<file path="src/rtl/sbf_pkg.sv">
package sbf_pkg;
  typedef enum logic [1:0] {
    CMD_READ  = 2'd0,
    CMD_WRITE = 2'd1,
    CMD_POLL  = 2'd2,
    CMD_TERM  = 2'd3
  } sbf_cmd_e;

  typedef enum logic [1:0] {
    PH_IDLE  = 2'd0,
    PH_START = 2'd1,
    PH_MSG   = 2'd2,
    PH_CRC   = 2'd3
  } sbf_phase_e;

  localparam logic [2:0] OP_ADDR = 3'b100;
  localparam logic [2:0] OP_POLL = 3'b010;
  localparam logic [5:0] OP_TERM = 6'h3F;
  localparam int         CRC_W   = 4;
endpackage

</file>
<file path="src/rtl/sbf_half_timer.sv">
module sbf_half_timer #(
  parameter int HALF_CYC = 2
) (
  input  logic clk,
  input  logic rst,
  input  logic run,
  output logic tick
);
  localparam int CW = (HALF_CYC > 1) ? $clog2(HALF_CYC) : 1;
  localparam logic [CW-1:0] LAST = CW'(HALF_CYC - 1);

  logic [CW-1:0] cnt;

  assign tick = run && (cnt == LAST);

  always_ff @(posedge clk) begin
    if (rst || !run) cnt <= '0;
    else if (tick)   cnt <= '0;
    else             cnt <= cnt + 1'b1;
  end

  assert_half_bound_R2: assert property (@(posedge clk) disable iff (rst)
    cnt <= LAST);
endmodule

</file>
<file path="src/rtl/sbf_crc4.sv">
module sbf_crc4 (
  input  logic       clk,
  input  logic       rst,
  input  logic       clear,
  input  logic       feed,
  input  logic       din,
  output logic [3:0] crc_q,
  output logic [3:0] crc_fed
);
  logic fb;

  assign fb      = crc_q[3] ^ din;
  assign crc_fed = {crc_q[2], crc_q[1], crc_q[0] ^ fb, fb};

  always_ff @(posedge clk) begin
    if (rst || clear) crc_q <= '0;
    else if (feed)    crc_q <= crc_fed;
  end

  assert_clear_feed_excl_R8: assert property (@(posedge clk) disable iff (rst)
    !(clear && feed));
endmodule

</file>
<file path="src/rtl/sbf_frame_build.sv">
module sbf_frame_build
  import sbf_pkg::*;
#(
  parameter int ID_W       = 2,
  parameter int ADDR_W     = 21,
  parameter int DATA_BYTES = 4,
  parameter int MSG_W      = ID_W + 5 + ADDR_W + 8 * DATA_BYTES,
  parameter int LEN_W      = $clog2(MSG_W + 1)
) (
  input  logic [ID_W-1:0]         id,
  input  logic [1:0]              cmd,
  input  logic [ADDR_W-1:0]       addr,
  input  logic [1:0]              size,
  input  logic [8*DATA_BYTES-1:0] wdata,
  output logic [MSG_W-1:0]        frame,
  output logic [LEN_W-1:0]        len
);
  localparam int HDR_W = ID_W + 5 + ADDR_W;
  localparam int DW    = 8 * DATA_BYTES;

  logic [ADDR_W-1:0] a_fold;
  logic              size_flag;
  logic [LEN_W-1:0]  nbytes;
  logic [DW-1:0]     dswap;
  logic [HDR_W-1:0]  hdr;

  always_comb begin
    a_fold    = addr;
    size_flag = (size != 2'd0);
    nbytes    = LEN_W'(1);
    if (size == 2'd1) begin
      a_fold[0] = 1'b0;
      nbytes    = LEN_W'(2);
    end else if (size[1]) begin
      a_fold[1:0] = 2'b01;
      nbytes      = LEN_W'(4);
    end
    for (int i = 0; i < DATA_BYTES; i++)
      dswap[(DATA_BYTES-1-i)*8 +: 8] = wdata[i*8 +: 8];
    hdr = {id, OP_ADDR, (cmd == CMD_READ), a_fold, size_flag};
  end

  always_comb begin
    frame = '0;
    len   = '0;
    case (cmd)
      CMD_READ: begin
        frame = {hdr, {DW{1'b0}}};
        len   = LEN_W'(HDR_W);
      end
      CMD_WRITE: begin
        frame = {hdr, dswap};
        len   = LEN_W'(HDR_W) + (nbytes << 3);
      end
      CMD_POLL: begin
        frame = {id, OP_POLL, {(MSG_W-ID_W-3){1'b0}}};
        len   = LEN_W'(ID_W + 3);
      end
      default: begin
        frame = {id, OP_TERM, {(MSG_W-ID_W-6){1'b0}}};
        len   = LEN_W'(ID_W + 6);
      end
    endcase
  end
endmodule

</file>
<file path="src/rtl/sbf_framer.sv">
module sbf_framer
  import sbf_pkg::*;
#(
  parameter int ID_W       = 2,
  parameter int ADDR_W     = 21,
  parameter int DATA_BYTES = 4,
  parameter int HALF_CYC   = 2
) (
  input  logic                    clk,
  input  logic                    rst,
  input  logic                    req,
  input  logic [ID_W-1:0]         tgt_id,
  input  logic [1:0]              cmd,
  input  logic [ADDR_W-1:0]       addr,
  input  logic [1:0]              size,
  input  logic [8*DATA_BYTES-1:0] wdata,
  output logic                    busy,
  output logic                    done,
  output logic                    link_clk,
  output logic                    link_data
);
  localparam int MSG_W = ID_W + 5 + ADDR_W + 8 * DATA_BYTES;
  localparam int LEN_W = $clog2(MSG_W + 1);

  sbf_phase_e       phase;
  logic [MSG_W-1:0] sr;
  logic [LEN_W-1:0] left;
  logic [2:0]       crc_sent;
  logic             cur_bit;
  logic [MSG_W-1:0] bld_frame;
  logic [LEN_W-1:0] bld_len;
  logic             tick;
  logic             period_end;
  logic             crc_clear;
  logic             crc_feed;
  logic [3:0]       crc_q;
  logic [3:0]       crc_fed;
  logic             crc_pick;
  logic             accept;

  sbf_frame_build #(
    .ID_W(ID_W), .ADDR_W(ADDR_W), .DATA_BYTES(DATA_BYTES),
    .MSG_W(MSG_W), .LEN_W(LEN_W)
  ) u_build (
    .id(tgt_id), .cmd(cmd), .addr(addr), .size(size), .wdata(wdata),
    .frame(bld_frame), .len(bld_len)
  );

  sbf_half_timer #(.HALF_CYC(HALF_CYC)) u_timer (
    .clk(clk), .rst(rst), .run(busy), .tick(tick)
  );

  assign accept     = (phase == PH_IDLE) && req;
  assign period_end = tick && link_clk;
  assign crc_clear  = accept;
  assign crc_feed   = period_end && (phase == PH_START || phase == PH_MSG);
  assign crc_pick   = crc_q[2'd3 - crc_sent[1:0]];

  sbf_crc4 u_crc (
    .clk(clk), .rst(rst), .clear(crc_clear), .feed(crc_feed), .din(cur_bit),
    .crc_q(crc_q), .crc_fed(crc_fed)
  );

  always_ff @(posedge clk) begin
    if (rst) begin
      phase     <= PH_IDLE;
      busy      <= 1'b0;
      done      <= 1'b0;
      link_clk  <= 1'b1;
      link_data <= 1'b1;
      cur_bit   <= 1'b0;
      sr        <= '0;
      left      <= '0;
      crc_sent  <= '0;
    end else begin
      done <= 1'b0;
      if (phase == PH_IDLE) begin
        if (req) begin
          phase     <= PH_START;
          busy      <= 1'b1;
          link_clk  <= 1'b0;
          link_data <= 1'b0;
          cur_bit   <= 1'b1;
          sr        <= bld_frame;
          left      <= bld_len;
        end
      end else if (tick) begin
        if (!link_clk) begin
          link_clk <= 1'b1;
        end else if (phase != PH_CRC && left != '0) begin
          phase     <= PH_MSG;
          cur_bit   <= sr[MSG_W-1];
          link_data <= ~sr[MSG_W-1];
          sr        <= sr << 1;
          left      <= left - 1'b1;
          link_clk  <= 1'b0;
        end else if (phase != PH_CRC) begin
          phase     <= PH_CRC;
          crc_sent  <= 3'd1;
          cur_bit   <= crc_fed[3];
          link_data <= ~crc_fed[3];
          link_clk  <= 1'b0;
        end else if (crc_sent != 3'(CRC_W)) begin
          crc_sent  <= crc_sent + 1'b1;
          cur_bit   <= crc_pick;
          link_data <= ~crc_pick;
          link_clk  <= 1'b0;
        end else begin
          phase     <= PH_IDLE;
          busy      <= 1'b0;
          done      <= 1'b1;
          link_data <= 1'b1;
        end
      end
    end
  end

  assert_idle_lines_R1: assert property (@(posedge clk) disable iff (rst)
    !busy |-> (link_clk && link_data));

  assert_data_moves_low_R2: assert property (@(posedge clk) disable iff (rst)
    (busy && $past(busy) && !$stable(link_data)) |-> !link_clk);

  assert_done_single_R9: assert property (@(posedge clk) disable iff (rst)
    done |=> !done);

  assert_done_ends_busy_R9: assert property (@(posedge clk) disable iff (rst)
    done |-> (!busy && $past(busy)));

  assert_req_ignored_R10: assert property (@(posedge clk) disable iff (rst)
    (busy && req && phase != PH_START) |=> phase != PH_START);

  assert_crc_count_R8: assert property (@(posedge clk) disable iff (rst)
    crc_sent <= 3'(CRC_W));
endmodule

</file>
<file path="config.mk">
export PLATFORM = sky130hd
export DESIGN_NAME = sbf_framer
export DESIGN_NICKNAME = d
export VERILOG_FILES = /design/src/rtl/sbf_pkg.sv /design/src/rtl/sbf_half_timer.sv /design/src/rtl/sbf_crc4.sv /design/src/rtl/sbf_frame_build.sv /design/src/rtl/sbf_framer.sv
export SDC_FILE = /design/constraint.sdc
export NUM_CORES = 1
export LEC_CHECK = 0
export ABC_AREA = 1
export BUFFER_PORTS_ARGS = -buffer_cell sky130_fd_sc_hd__clkbuf_2
export CAP_MARGIN = 0
export CORE_ASPECT_RATIO = 0.6
export CORE_UTILIZATION = 55
export CTS_BUF_LIST = sky130_fd_sc_hd__clkbuf_8
export DETAILED_ROUTE_END_ITERATION = 10
export PLACE_DENSITY = 0.77
export SETUP_SLACK_MARGIN = 0.2
export SYNTH_ARGS = -nofsm -noshare
export SYNTH_HDL_FRONTEND = slang
export SYNTH_SLANG_ARGS = --single-unit
</file>
<file path="constraint.sdc">
create_clock -name clk -period 4.17 [get_ports clk]
set_input_delay 0.2085 -clock clk [delete_from_list [all_inputs] [get_ports clk]]
set_output_delay 0.2085 -clock clk [all_outputs]
set_load 0.02 [all_outputs]
</file>
* Word-level counts from Yosys, hierarchy flattened
Cells that the tools add are included.
W data, S select, Z words.
** Operators by class
- Add/subtract/negate cells :: 5
- $lt $le $gt $ge :: 1
- Equality and inequality tests :: 12
- Multiplexer cells :: 54
- Bitwise operators :: 9
- Reduce and logical (&&, ||, !) cells :: 27
** Operators with widths (count)
- $mux W60 :: 5
- $pmux W58 S3 :: 1
- $mux W6 :: 5
- $mux W1 :: 29
- $pmux W6 S3 :: 1
- $mux W2 :: 8
- $mux W3 :: 4
- $reduce_and A4 Y1 :: 3
- $ne A2 B2 Y1 const B :: 5
- $reduce_bool A2 Y1 :: 5
- $not A1 Y1 :: 7
- $add A5 B6 Y6 const A :: 1
- $eq A2 B1 Y1 const B :: 3
- $reduce_and A6 Y1 :: 1
- $reduce_bool A6 Y1 :: 1
- $sub A6 B1 Y6 const B :: 1
- $logic_and A1 B1 Y1 :: 5
- $reduce_and A5 Y1 :: 1
- $eq A2 B2 Y1 const B :: 2
- $logic_not A2 Y1 :: 2
- $ne A4 B4 Y1 const B :: 1
- $reduce_bool A4 Y1 :: 1
- $reduce_or A4 Y1 :: 1
- $add A3 B1 Y3 const B :: 1
- 11 further kinds :: 14
** Word-level totals
- Register bits :: 81
- Input bits :: 62
- Output and inout bits :: 4
- Logic and storage cells :: 119

* Depth between registers and ports, before layout
- Depth after elaboration :: 10
- Depth in mapped cells :: 10
- Depth with buffers taken out :: 10

* By module
From an unflattened synthesis, not the netlist that was laid out.
** Second synthesis, totals
- Cells, all modules :: 787
- Area, all modules :: 4675.7 sq um
** By module, submodules not included
- sbf_framer :: instances 1, cells an instance 606, area each 3756.1 sq um
- sbf_frame_build :: instances 1, cells an instance 143, area each 654.4 sq um
- sbf_crc4 :: instances 1, cells an instance 32, area each 224.0 sq um
- sbf_half_timer :: instances 1, cells an instance 6, area each 41.3 sq um

* Worst setup path before layout
OpenSTA, ideal clock, no wires.
- Path type :: register to register
- Start :: reg phase[0]
- End :: reg sr[31]
- Setup time :: 0.071 ns
- Arrival :: 1.446 ns
- Data required time :: 4.099 ns
- Path slack :: 2.653 ns
- Stages on the path, launching flop included :: 11
- Buffers on the path :: 3
- Cells stage by stage :: dfxtp_1 -> inv_1 -> ha_1 -> buf_6 -> inv_4 -> buf_6 -> buf_2 -> nand2_1 -> nand2_1 -> nand3_1 -> a21oi_2
** Between the ends
- Word-level cells in the longest chain between the ends :: 4
** RTL lines
- from (decl) :: line sbf_framer.sv:25 : sbf_phase_e phase;
- from (signal assigned) :: line sbf_framer.sv:66 : phase <= PH_IDLE;
- from (signal assigned) :: line sbf_framer.sv:79 : phase <= PH_START;
- from (signal assigned) :: line sbf_framer.sv:91 : phase <= PH_MSG;
- $ne A2 B2 Y1 :: line sbf_framer.sv:90 : end else if (phase != PH_CRC && left != '0) begin
- $logic_and A1 B1 Y1 :: line sbf_framer.sv:90
- $reduce_bool A2 Y1 (no source line)
- $reduce_and A4 Y1 (no source line)
- to (signal assigned) :: line sbf_framer.sv:84 : sr <= bld_frame;
- to (signal assigned) :: line sbf_framer.sv:94 : sr <= sr << 1;
- to (decl) :: line sbf_framer.sv:26 : logic [MSG_W-1:0] sr;
Several ways; a longest one is shown, not always the timed one.
A chain may end at the register's enable or synchronous reset.

* Final worst setup path
- Start :: reg phase[1]
- End :: reg sr[46]
Same word-level chain as after synthesis.

==> run summary <==
The run finished with clean final reports. The root buffer cell chosen for the clock tree is clkbuf_8. Via count of the first global-routing pass: 3843. The endpoint identified for the worst register-to-register timing path is sr[46]$_SDFFE_PP0P_.

The critical path starts at phase[1]$_SDFFE_PP0P_. In this run, placement finished with an instance count of 785. Traced cell by cell, the critical path runs through inv_1 -> ha_1 -> inv_4 -> nand2_4 -> buf_4 -> nand3_1 -> a21oi_2. Data arrives at the worst endpoint at 2.93 ns. The tools report the kind of capture point of the worst setup path as a flop. In the routed layout, each cell is associated on average with a via count of 5.360. The first global-routing pass estimated 17270 um of wire.

The worst-skew pair later-pin latency is 0.36 ns, and the power density of the placed cells is 489.8 nW/um^2. The total routing resource utilization after global routing came out at 0.2466. The cell depth of the worst flop-to-flop path is 7.

Routability-driven placement finished with a final weighted congestion of 0.8299. Across all setup checks in the final design, the least slack found is 1.534 ns. The tightest min-delay check is of the input pin to flop type. For the placeable core region, the log shows 8070 sq um. The clock tree synthesis step divided the H-tree into 3 levels. At the end of the flow, the number of nets in the layout was 761. In this run, the number of DRC markers left after iteration 0 of detailed routing was 278.

Setup repair after global routing left no endpoint under its margin. A synthesized cell averages 7.198 sq um. At the pin with the least slew margin, the transition time is 0.9553 ns. The cell with the most instances after synthesis is nand2_1. In this run the critical register-to-register path is launched from phase[1]$_SDFFE_PP0P_.

After synthesis the netlist holds a flip-flop and latch count of 81. The peak supply drop was 0.2854 mV. Once detail routing completed, the nets flagged for antenna violations numbered 0. Horizontal extent of the die: 121.3 um. Yosys mapped the design onto 36 distinct sky130hd cell types. The overflow left after global routing is 0, and the floorplan die height is 73.56 um. The initial antenna violation count was 0; the share of Yosys cell area claimed by the top area cell type was 0.3455. Async set or reset register ratio after synthesis: 0. The largest net degree at the start of global routing is 68. The number of max-cap violations is 0, and the largest stage delay on the critical path is 0.57 ns.

The placed wire-length estimate was 6735 um. Remaining max-slew budget at the tightest pin: 0.3631. Counting instances, the worst hold path has a depth of 4.

The total CTS buffers was 9. For the summed instance area of the synthesized netlist, the log shows 4693 sq um. The final non-filler cell total is 801.

For this run, design rule violations remaining after detail routing come to 0. The die covers 8919 sq um. The post-layout minimum cycle time was 2.636 ns; the diode insertion count for antenna repair was 0.

The cell count after synthesis was 652. For the initial cell density of the core, the log shows 0.5816. After clock tree synthesis, the clock-pin slew on the worst setup and hold paths is 0.08 ns. The fmax is 379.3 MHz, and the leakage power summed over all cells is 2.170 nW.

The number of synthesized flops with an enable pin was 0; the number of placement rows was 25. On the critical path, the stage with the largest delay is an instance of buf_4. The count of port buffers added during placement is 65. Synthesized netlist net count: 725. The most used flip-flop cell after synthesis is dfxtp_1. Gates resized during post-CTS repair numbered 0.

The worst setup path is of the flop to flop kind. The worst endpoint required time is 4.46 ns. For the portion of the post-synthesis area used by sequential elements, the log shows 0.3455. Setup violations remaining at the end of the flow were counted as 0.

Of all nets on the critical path, the largest fanout is 66. Clock skew on the completed layout was measured at 0.006549 ns. In the post-synthesis netlist, the biggest area contributors are dfxtp_1, nand2_1, a21oi_2. For the count of pins over their slew limit, the log shows 0. Summing over every cut layer, the via total after detailed routing is 4293. For the top-level port count, the log shows 66. The commonest cells after synthesis are nand2_1, dfxtp_1, nand3_1.

During synthesis, Yosys emitted a total of 0 warnings. The overall routed net length came out at 10600 um. The share of the clock period used by the worst path after layout is 0.6322, and the reg2reg setup slack is 1.53 ns. The fraction of layout cells with a size suffix above 1 was 0.2583; the final routed wire length divided by cell count was 13.24 um. In this run the deepest clock path goes through 2 buffers. The first detailed-routing pass took 5 iterations. The number of buffers inserted by hold repair at cts came out at 0. The startpoint type of the worst setup path is a flop.

The tools report the number of endpoints with negative hold slack in the final report as 0. The clock sink total was 81; the post-placement worst setup slack was 1.607 ns. dfxtp_1 takes more of the synthesized area than any other cell. TritonCTS built the clock tree. The setup TNS after final layout is 0 ns, and the setup fix buffers added after clock tree synthesis is 0. End point of the critical path: sr[46]$_SDFFE_PP0P_. Compared with the post-synthesis result, the final layout area differs by 8.611%.
stage by stage:
step	hold slack [ns]	total power (W)	cell area, sq um	utilization
after floorplan	0.3905	0.001719	4693	-
after global placement	0.4216	0.001741	4835	0.5991
after detailed placement	0.4415	0.001764	4835	0.5991
after CTS	0.1504	0.002499	5097	0.6316
after global routing	0.1814	0.002636	5097	0.6316
final	0.1685	0.002497	5097	0.6316
per-layer routing:
metal,GRT usage,routed length [um],up-vias
li1,-,-,2189
met1,0.3191,5133,1962
met2,0.4057,4759,128
met3,0.06211,591,14
met4,0.08093,117,0
met5,0,0,-
cell usage in the layout (no fill, tap or decap), types with 2 or more instances in the layout:
cell and count:
nor2_2 2, a21oi_1 34, o211ai_1 17, a21oi_2 40
nand3_1 65, nand2_4 5, o21ai_0 18, ha_1 11
o22ai_1 2, clkbuf_8 12, xnor2_1 2, nand2_2 41
o21ai_1 3, dfxtp_1 81, buf_4 5, nor2_1 35
nand2_1 208, bufinv_16 3, nand4_1 3, xor2_1 2
inv_1 26, clkbuf_2 64
how the worst min path moves through the flow:
stage | startpoint | endpoint | slack (ns)
final | rst | u_crc.crc_q[2]$_SDFFE_PP0P_ | 0.17
after global routing | wdata[24] | sr[0]$_SDFFE_PP0P_ | 0.18
after CTS | rst | u_crc.crc_q[2]$_SDFFE_PP0P_ | 0.15
after detailed placement | u_timer.cnt$_SDFF_PP0_ | u_timer.cnt$_SDFF_PP0_ | 0.44
after global placement | u_timer.cnt$_SDFF_PP0_ | u_timer.cnt$_SDFF_PP0_ | 0.42
after floorplan | rst | u_timer.cnt$_SDFF_PP0_ | 0.39
power breakdown:
group / internal, W / switching (W) / total (W)
combinational: 0.000244 / 0.000613 / 0.000857
clock: 0.000447 / 0.000289 / 0.000736
sequential: 0.000849 / 0.0000540 / 0.000903
total: 0.00154 / 0.000956 / 0.00250
cell families (layout without fill, tap and decap cells):
group	count (synthesis)	in the layout	synth area share
compound gates	117	117	0.1677
xor+xnor	4	4	0.007466
fa+ha+maj	11	11	0.02933
buf+inv	73	114	0.09891
flops	81	81	0.3455
simple gates	366	366	0.3511
registers in the layout, indices dropped and copies added, names as in the netlist:
signal and flops:
left 6, crc_sent 3, sr 60, busy 1, done 1, u_timer.cnt 1
link_data 1, link_clk 1, phase 2, u_crc.crc_q 4, cur_bit 1
worst max-delay path: cells and delay by family, from the launching register on:
kind	cells	cell delay, ns
AO/OA/AOI/OAI	1	0.18
flip-flops	1	0.33
buffers and inverters	3	1.08
AND/OR/NAND/NOR	2	0.39
adder cells (fa/ha/maj)	1	0.55
cell type report:
cell class,instances,area (sq um)
clock buffers,12,165.2
repair buffers,70,362.8
well taps,108,135.1
multi-input cells,498,2608
flip-flops and latches,81,1622
inverters,28,107.6
clock inverters,4,97.59
fillers,738,2973
(Power assumes the default switching activity.)
